**src/rtl/fsu_pkg.sv**
```systemverilog
`timescale 1ns/1ps
package fsu_pkg;

  typedef enum logic [1:0] {
    SPIN_OFF  = 2'b00,
    SPIN_HALF = 2'b01,
    SPIN_ONE  = 2'b10,
    SPIN_TWO  = 2'b11
  } spin_mode_e;

  // Three-state strap: low -> off, floating -> short, high (either code) -> medium
  function automatic spin_mode_e strap_to_mode(input logic [1:0] code);
    case (code)
      2'b00:   return SPIN_OFF;
      2'b01:   return SPIN_HALF;
      default: return SPIN_ONE;
    endcase
  endfunction

endpackage

```
**src/rtl/fsu_mode_reg.sv**
```systemverilog
`timescale 1ns/1ps
module fsu_mode_reg
  import fsu_pkg::*;
(
  input  logic       clk,
  input  logic       rst_n,
  input  logic [1:0] strap_code,
  input  logic       wr_en,
  input  logic [1:0] wr_val,
  output spin_mode_e eff_mode
);

  spin_mode_e mode_q;

  always_ff @(posedge clk) begin
    if (!rst_n)     mode_q <= strap_to_mode(strap_code);
    else if (wr_en) mode_q <= spin_mode_e'(wr_val);
  end

  // a write takes effect in the same cycle so an abort is immediate
  assign eff_mode = wr_en ? spin_mode_e'(wr_val) : mode_q;


  mode_write_lands_chk: assert property (@(posedge clk) disable iff (!rst_n)
    (rst_n && wr_en) |=> (mode_q == spin_mode_e'($past(wr_val))));

endmodule

```
**src/rtl/fsu_start_det.sv**
```systemverilog
`timescale 1ns/1ps
module fsu_start_det #(
  parameter int DRV_W = 9
) (
  input  logic             clk,
  input  logic             rst_n,
  input  logic [DRV_W-1:0] drive_cmd,
  output logic             drive_zero,
  output logic             start
);

  logic prev_zero_q;

  assign drive_zero = (drive_cmd == '0);

  // held at one through reset, so a nonzero drive at release counts as a start
  always_ff @(posedge clk) begin
    if (!rst_n) prev_zero_q <= 1'b1;
    else        prev_zero_q <= drive_zero;
  end

  assign start = prev_zero_q && !drive_zero;

endmodule

```
**src/rtl/fsu_timer.sv**
```systemverilog
`timescale 1ns/1ps
module fsu_timer #(
  parameter int TICK_DIV = 8,
  parameter int CNT_W    = 5
) (
  input  logic             clk,
  input  logic             rst_n,
  input  logic             clear,
  input  logic             run,
  input  logic [CNT_W-1:0] limit,
  output logic             expired
);

  localparam int DIV_W = (TICK_DIV > 1) ? $clog2(TICK_DIV) : 1;

  logic             div_last;
  logic [CNT_W-1:0] ticks_q;

  if (TICK_DIV == 1) begin : g_nodiv
    assign div_last = 1'b1;
  end else begin : g_div
    logic [DIV_W-1:0] div_q;
    always_ff @(posedge clk) begin
      if (!rst_n || clear) div_q <= '0;
      else if (run)        div_q <= div_last ? '0 : div_q + 1'b1;
    end
    assign div_last = (div_q == DIV_W'(TICK_DIV - 1));
  end

  always_ff @(posedge clk) begin
    if (!rst_n || clear)      ticks_q <= '0;
    else if (run && div_last) ticks_q <= ticks_q + 1'b1;
  end

  logic [CNT_W:0] ticks_nxt;
  assign ticks_nxt = {1'b0, ticks_q} + 1'b1;

  assign expired = run && ((ticks_q >= limit) ||
                           (div_last && (ticks_nxt >= {1'b0, limit})));


  tick_within_limit_chk: assert property (@(posedge clk) disable iff (!rst_n)
    (run && !clear && $stable(limit) && $past(run) && !$past(expired))
      |-> (ticks_q <= limit));

endmodule

```
**src/rtl/fan_spinup_seq.sv**
```systemverilog
`timescale 1ns/1ps
module fan_spinup_seq
  import fsu_pkg::*;
#(
  parameter int DRV_W      = 9,
  parameter int TICK_DIV   = 8,
  parameter int HALF_TICKS = 4,
  parameter int END_PULSES = 2
) (
  input  logic             clk,
  input  logic             rst_n,
  input  logic [1:0]       strap_code,
  input  logic             mode_wr_en,
  input  logic [1:0]       mode_wr_val,
  input  logic [DRV_W-1:0] drive_cmd,
  input  logic             tach_edge,
  output logic             spin_active,
  output logic             full_req,
  output logic [DRV_W-1:0] drive_out
);

  localparam int MAX_TICKS = 4 * HALF_TICKS;
  localparam int CNT_W     = $clog2(MAX_TICKS + 1);
  localparam int PC_W      = $clog2(END_PULSES + 1);
  localparam logic [DRV_W-1:0] FULL = '1;

  spin_mode_e       eff_mode;
  logic             drive_zero;
  logic             start_w;
  logic             expired;
  logic             spin_q;
  logic [PC_W-1:0]  tach_cnt_q;
  logic [CNT_W-1:0] limit;
  logic             tach_done;
  logic             stop;

  function automatic logic [CNT_W-1:0] limit_of(input spin_mode_e m);
    case (m)
      SPIN_HALF: return CNT_W'(HALF_TICKS);
      SPIN_ONE:  return CNT_W'(2 * HALF_TICKS);
      SPIN_TWO:  return CNT_W'(4 * HALF_TICKS);
      default:   return '0;
    endcase
  endfunction

  fsu_mode_reg u_mode (
    .clk        (clk),
    .rst_n      (rst_n),
    .strap_code (strap_code),
    .wr_en      (mode_wr_en),
    .wr_val     (mode_wr_val),
    .eff_mode   (eff_mode)
  );

  fsu_start_det #(.DRV_W(DRV_W)) u_start (
    .clk        (clk),
    .rst_n      (rst_n),
    .drive_cmd  (drive_cmd),
    .drive_zero (drive_zero),
    .start      (start_w)
  );

  assign limit = limit_of(eff_mode);

  fsu_timer #(.TICK_DIV(TICK_DIV), .CNT_W(CNT_W)) u_timer (
    .clk     (clk),
    .rst_n   (rst_n),
    .clear   (start_w),
    .run     (spin_q),
    .limit   (limit),
    .expired (expired)
  );

  assign tach_done = spin_q && tach_edge && (tach_cnt_q == PC_W'(END_PULSES - 1));
  assign stop      = drive_zero || (eff_mode == SPIN_OFF) || expired || tach_done;

  always_ff @(posedge clk) begin
    if (!rst_n) begin
      spin_q     <= 1'b0;
      tach_cnt_q <= '0;
    end else if (start_w) begin
      spin_q     <= (eff_mode != SPIN_OFF);
      tach_cnt_q <= '0;
    end else if (spin_q) begin
      if (stop)           spin_q     <= 1'b0;
      else if (tach_edge) tach_cnt_q <= tach_cnt_q + 1'b1;
    end
  end

  assign spin_active = spin_q;
  assign full_req    = spin_q && !drive_zero;
  assign drive_out   = full_req ? FULL : drive_cmd;


  rise_needs_start_chk: assert property (@(posedge clk) disable iff (!rst_n)
    $rose(spin_q) |-> $past(start_w));


  rise_clears_tach_chk: assert property (@(posedge clk) disable iff (!rst_n)
    $rose(spin_q) |-> (tach_cnt_q == '0));


  second_tach_ends_chk: assert property (@(posedge clk) disable iff (!rst_n)
    (spin_q && !start_w && tach_edge && tach_cnt_q == PC_W'(END_PULSES - 1)) |=> !spin_q);


  off_write_aborts_chk: assert property (@(posedge clk) disable iff (!rst_n)
    (spin_q && mode_wr_en && mode_wr_val == 2'b00) |=> !spin_q);


  zero_drive_ends_chk: assert property (@(posedge clk) disable iff (!rst_n)
    (spin_q && drive_cmd == '0) |=> !spin_q);


  zero_drive_passes_chk: assert property (@(posedge clk) disable iff (!rst_n)
    (drive_cmd == '0) |-> (drive_out == '0 && !full_req));

endmodule

```
**config.mk**
```make
export PLATFORM = sky130hd
export DESIGN_NAME = fan_spinup_seq
export DESIGN_NICKNAME = d
export VERILOG_FILES = /design/src/rtl/fsu_pkg.sv /design/src/rtl/fsu_mode_reg.sv /design/src/rtl/fsu_start_det.sv /design/src/rtl/fsu_timer.sv /design/src/rtl/fan_spinup_seq.sv
export SDC_FILE = /design/constraint.sdc
export NUM_CORES = 1
export LEC_CHECK = 0
export ABC_AREA = 1
export BUFFER_PORTS_ARGS = -buffer_cell sky130_fd_sc_hd__buf_2
export CAP_MARGIN = 10
export CORE_MARGIN = 2
export CORE_UTILIZATION = 35
export CTS_CLUSTER_SIZE = 30
export DETAILED_ROUTE_END_ITERATION = 8
export SLEW_MARGIN = 25
export SYNTH_ARGS = -nofsm -noshare
export SYNTH_HDL_FRONTEND = slang
export SYNTH_SLANG_ARGS = --single-unit
```
**constraint.sdc**
```tcl
create_clock -name clk -period 1.8 [get_ports clk]
set_clock_uncertainty 0.05 [all_clocks]
set_input_delay 0.36 -clock clk [delete_from_list [all_inputs] [get_ports clk]]
set_output_delay 0.36 -clock clk [all_outputs]
set_load 0.01 [all_outputs]
```
After elaboration in Yosys (flattened, before gate mapping)
Cells that the tools add are included.
{"block": "word_totals", "register_bits": 14, "input_bits": 17}
{"block": "op_classes", "addsub": 4, "order_cmp": 2, "eq_ne": 6, "n_mux": 9, "bitwise": 2, "n_reduce_logical": 20}
{"operator": "$pmux W5 S3", "n": 1}
{"operator": "$logic_not A9 Y1", "n": 1}
{"operator": "$mux W9", "n": 1}
{"operator": "$logic_and A1 B1 Y1", "n": 7}
{"operator": "$add A5 B1 Y6 const B", "n": 1}
{"operator": "$eq A2 B1 Y1 const B", "n": 3}
{"operator": "$ge A6 B5 Y1", "n": 1}
{"operator": "$add A5 B1 Y5 const B", "n": 1}
{"operator": "$ge A5 B5 Y1", "n": 1}
{"operator": "$logic_or A1 B1 Y1", "n": 5}
{"operator": "$eq A2 B2 Y1 const B", "n": 2}
{"operator": "$logic_not A2 Y1", "n": 2}
{"operator": "$mux W2", "n": 2}
{"operator": "$pmux W2 S2", "n": 1}
{"operator": "$add A3 B1 Y3 const B", "n": 1}
{"operator": "$eq A3 B3 Y1 const B", "n": 1}
{"operator": "$mux W1", "n": 3}
{"operator": "$mux W3", "n": 1}
{"operator": "$reduce_and A3 Y1", "n": 1}
{"operator": "$add A2 B1 Y2 const B", "n": 1}
{"operator": "$logic_not A1 Y1", "n": 2}
{"operator": "$not A1 Y1", "n": 2}
{"operator": "$reduce_bool A2 Y1", "n": 1}
{"operator": "$reduce_or A2 Y1", "n": 1}

Depth between registers and ports, before layout
{"block": "depth", "ltp_word": 12, "ltp_mapped": 17, "ltp_nobuf": 17}

By module
A second synthesis with hierarchy kept.
{"block": "unflattened", "cells_unflattened": 168, "hier_area_um2": 1146.1}
{"mod": "fsu_timer", "n_inst": 1, "cells_each": 85, "area_each_um2": 640.6}
{"mod": "fan_spinup_seq", "n_inst": 1, "cells_each": 50, "area_each_um2": 296.5}
{"mod": "fsu_mode_reg", "n_inst": 1, "cells_each": 21, "area_each_um2": 118.9}
{"mod": "fsu_start_det", "n_inst": 1, "cells_each": 12, "area_each_um2": 90.1}

Worst setup path after synthesis
No wires, ideal clock.
{"block": "synth_timing", "path_type": "register to register", "start": "reg u_timer.ticks_q[0]", "end": "reg tach_cnt_q[1]", "arrival_ps": 1693, "required_ps": 1686, "path_slack_ps": -6, "path_stages_with_launch": 16, "period_less_slack_ps": 1806, "path_cell_list": "dfxtp_1 -> ha_1 -> or2_2 -> nand2_1 -> ha_1 -> nand2_1 -> nand2_1 -> nand2_1 -> nand2_1 -> nand2_1 -> nand2_1 -> nand2_1 -> nand3_2 -> nand2_1 -> inv_1 -> nor2_1"}
{"block": "synth_between", "elab_chain_len": 9, "elab_cells_between_ends": 10, "classes_between": "add/sub (1); order compare (2); bitwise (1); reduce/logical (6)"}
{"item": "start, declared", "line": "fsu_timer.sv:17", "source": "logic [CNT_W-1:0] ticks_q;"}
{"item": "start signal, assigned", "line": "fsu_timer.sv:32", "source": "else if (run && div_last) ticks_q <= ticks_q + 1'b1;"}
{"item": "$add A5 B1 Y6", "line": "fsu_timer.sv:36", "source": "assign ticks_nxt = {1'b0, ticks_q} + 1'b1;"}
{"item": "$ge A6 B5 Y1", "line": "fsu_timer.sv:39", "source": "(div_last && (ticks_nxt >= {1'b0, limit})));"}
{"item": "$logic_and A1 B1 Y1", "line": "fsu_timer.sv:39"}
{"item": "$logic_or A1 B1 Y1 *", "line": "fsu_timer.sv:38", "source": "assign expired = run && ((ticks_q >= limit) ||"}
{"item": "$logic_and A1 B1 Y1 *", "line": "fsu_timer.sv:38"}
{"item": "$logic_or A1 B1 Y1 * (2 in series)", "line": "fan_spinup_seq.sv:75", "source": "assign stop = drive_zero || (eff_mode == SPIN_OFF) || expired || tach_done;"}
{"item": "$not A1 Y1 (no line) *"}
{"item": "$reduce_and A3 Y1 (no line) *"}
{"item": "end signal, assigned", "line": "fan_spinup_seq.sv:86", "source": "else if (tach_edge) tach_cnt_q <= tach_cnt_q + 1'b1;"}
{"item": "end, declared", "line": "fan_spinup_seq.sv:32", "source": "logic [PC_W-1:0] tach_cnt_q;"}
Every way passes the cells marked *; elsewhere a longest branch is shown, timed or not.
A chain may end at the register's enable or synchronous reset.

Worst setup path after layout
{"block": "layout_timing", "start": "reg u_timer.ticks_q[0]", "end": "reg tach_cnt_q[0]"}
Same word-level chain as after synthesis.

==> flow_metrics.py <==
metrics = {
    "cells_and_area": {
        "area_growth_pct": 37.5,
        "final_layout_size_suffix_gt1_frac": 0.409,
        "antennaDiodeCount": 0,
        "final_core_util": 0.510,
        "nets": 223,
        "postLayoutCellArea_sq_um": 1410,
    },
    "critical_path": {
        "criticalPathCategory": "reg2reg",
        "cp-start-kind": "register",
        "path_max_fanout": 4,
        "cp.arrival_ns": 1.91,
        "worst_setup_path_end_kind": "register",
        "reg2reg_depth": 14,
        "critical_path_required_ns": 1.94,
    },
    "die": {
        "ioPinCount": 28,
        "die_area_sq_um": 3370,
        "start_util": 0.371,
        "dieHeight_um": 58.1,
        "rows": 19,
        "die_w_um": 58.1,
        "core_sq_um": 2760,
    },
    "drt": {
        "wl_per_cell_um": 10.3,
        "drc": 0,
        "wl_um": 2310,
        "ant_nets": 0,
        "drtIter0Drc": 24,
        "vias": 1050,
        "drt_pre_antenna_iters": 4,
        "vias_per_cell": 4.69,
    },
    "yosys": {
        "syn-num-nets": 177,
        "syn_inst": 148,
        "yosys_warnings": 0,
        "synthSimpleGateAreaFrac": 0.392,
        "ys_seq_area_frac": 0.274,
        "synth_compound_area_frac": 0.0892,
        "yosysUniqueCellTypes": 25,
        "synth_area_sq_um": 1020,
        "synth_top_family_by_area": "simple AND/OR/NAND/NOR gates",
        "yosys-mux-area-fraction": 0,
        "yosys.area_share.adder": 0.147,
        "syn_avg_cell_area_sq_um": 6.92,
        "synthXorXnorAreaFrac": 0.0171,
        "ys_ff_latch": 14,
    },
    "grt": {
        "grt_pass1_vias": 1018,
        "antenna_found_initial": 0,
        "grtUsageMet3": 0.0313,
        "met2_usage": 0.274,
        "top_usage_layer": "met2",
        "grt_util_all_layers": 0.146,
        "overflow": 0,
        "grt_pass1_wl_um": 3880,
        "grt_max_degree": 10,
        "met1_usage": 0.156,
    },
    "clock_network": {
        "clk_pin_slew_ns": 0.09,
        "cts_buffers": 3,
        "cts_tree": "built",
        "cts.sinks": 14,
        "htree_levels": 1,
        "clk_latency_ns": 0.28,
        "cts_buffer_depth": 2,
        "cts-root-buf": "clkbuf_4",
    },
    "power": {
        "power.static_leakage_nw": 0.693,
        "peakVddDrop_v": 0.000415,
        "power_density_nw_per_um2": 541,
    },
    "place": {
        "placed_area_sq_um": 1260,
        "dp_hpwl_um": 1770,
        "routabilityCongestion": 0.793,
        "port_buffers": 27,
        "dpl_worst_slack_ns": -0.194,
    },
    "run": {
        "drv_cap": 0,
    },
    "sta": {
        "slew_violations": 0,
        "hold_slack_ns": 0.227,
        "rsz0062_at_grt": "true",
        "final-hold-violation-count": 0,
        "max_slew.worst_pin.slew_ns": 0.254,
        "relSlewSlack": 0.830,
        "max_clock_freq_mhz": 564,
        "fin_crit_sh": 0.985,
        "period_needed_ns": 1.77,
        "setup_ws_ns": 0.0274,
        "setup_viol": 0,
    },
    "hold_path": {
        "worst_hold_path_type": "in2reg",
        "whs_path_depth": 3,
    },
    "outcome": {
        "status": "completed",
    },
}
-- worst max-delay path, cell delays in order, from the launching register on --
cell and delay [ns]:
dfxtp_2 0.35, ha_4 0.15, or2_4 0.24, nand2_4 0.08, ha_4 0.20, nand2_2 0.05
nand2_1 0.04, nand2_1 0.05, nand2_1 0.06, nand2_1 0.06, nand2_1 0.05, nand2_2 0.09
nand4_1 0.10, nand2_1 0.07, nor2_1 0.04
-- sequential cells by signal, summed over array words and instances (netlist names) --
name,flops
u_timer.g_div.div_q,3
u_timer.ticks_q,5
tach_cnt_q,2
spin_active,1
u_mode.mode_q,2
u_start.prev_zero_q,1
-- cells in the final DEF (no fill, tap or decap), drive strengths merged --
cell type / count
nand2: 45
buf: 41
inv: 22
a31oi: 1
nor3: 2
nor2: 23
xor2: 2
a21oi: 9
a22oi: 1
clkbuf: 4
o21ai: 1
or2: 8
nand4: 3
ha: 12
dfxtp: 14
a211oi: 1
nand3: 4
-- layer usage --
metal,wire (um),vias to the layer above
met5,0,-
met1,970,456
met4,59,0
li1,-,550
met3,157,7
met2,1120,37
-- Yosys cell counts --
master    number  area, sq um
a31oi_1        1         6.26
nand4_1        3         18.8
or2_2          1         6.26
nor2_2         4         25.0
a21oi_1        7         35.0
inv_1         19         71.3
a211oi_2       1         12.5
nand3_2        1         10.0
a21oi_4        1         16.3
dfxtp_1       14          280
nand2_1       39          146
inv_2          3         11.3
nand3_1        3         15.0
nor2_4         1         11.3
or2_1          7         43.8
nor2_1        18         67.6
nor3_1         1         5.00
a21oi_2        1         8.76
a22oi_1        1         7.51
xor2_1         2         17.5
o21ai_0        1         5.00
ha_1          12          150
nand2_4        1         11.3
nand2_2        5         31.3
nor3_2         1         10.0
-- through the flow --
step,cells,TNS (ns),power [mW]
2_1_floorplan,148,0,0.453
3_3_place_gp,214,-0.449,0.524
3_5_place_dp,214,-0.518,0.528
4_1_cts,222,0,0.764
5_1_grt,224,-0.297,0.819
6_report,224,0,0.761
-- logic make-up (layout without fill, tap and decap cells) --
logic type               after synthesis  after routing
AO/OA/AOI/OAI                         13             13
XOR/XNOR                               2              2
adder cells (fa/ha/maj)               12             12
buffers and inverters                 22             67
flip-flops                            14             14
AND/OR/NAND/NOR                       85             85
-- power by group --
| group | internal [mW] | leakage [nW] | total (mW) | switching [mW] |
|---|---|---|---|---|
| Sequential | 0.320 | 0.115 | 0.326 | 0.00597 |
| Combinational | 0.0890 | 0.557 | 0.202 | 0.113 |
| Clock | 0.123 | 0.0210 | 0.233 | 0.110 |
| Total | 0.532 | 0.693 | 0.761 | 0.229 |
-- what timing repair did --
action / in CTS / in global routing
pin swaps: 6 / 4
endpoints found under the hold margin: 0 / 0
buffers inserted: 4 / 2
resized for setup: 5 / 11
endpoints found under the setup margin: 3 / 11
hold buffers: 0 / 0
-- path summary, 6_finish.rpt --
check	start	end	slack, ns
worst max-delay path	u_timer.ticks_q[0]	tach_cnt_q[0]	0.03
worst min-delay path	strap_code[0]	u_mode.mode_q[0]	0.23
worst max register to register	u_timer.ticks_q[0]	tach_cnt_q[0]	0.03
worst min register to register	u_timer.g_div.div_q[2]	u_timer.g_div.div_q[2]	0.43
-- final cells by class --
cell class	count	area, sq um
timing repair buffer	41	240
tap	31	38.8
fill	277	1350
sequential	14	283
inverter	22	82.6
multi-input combinational	112	727
clock buffer	4	36.3
Power figures use the tool's default switching activity.
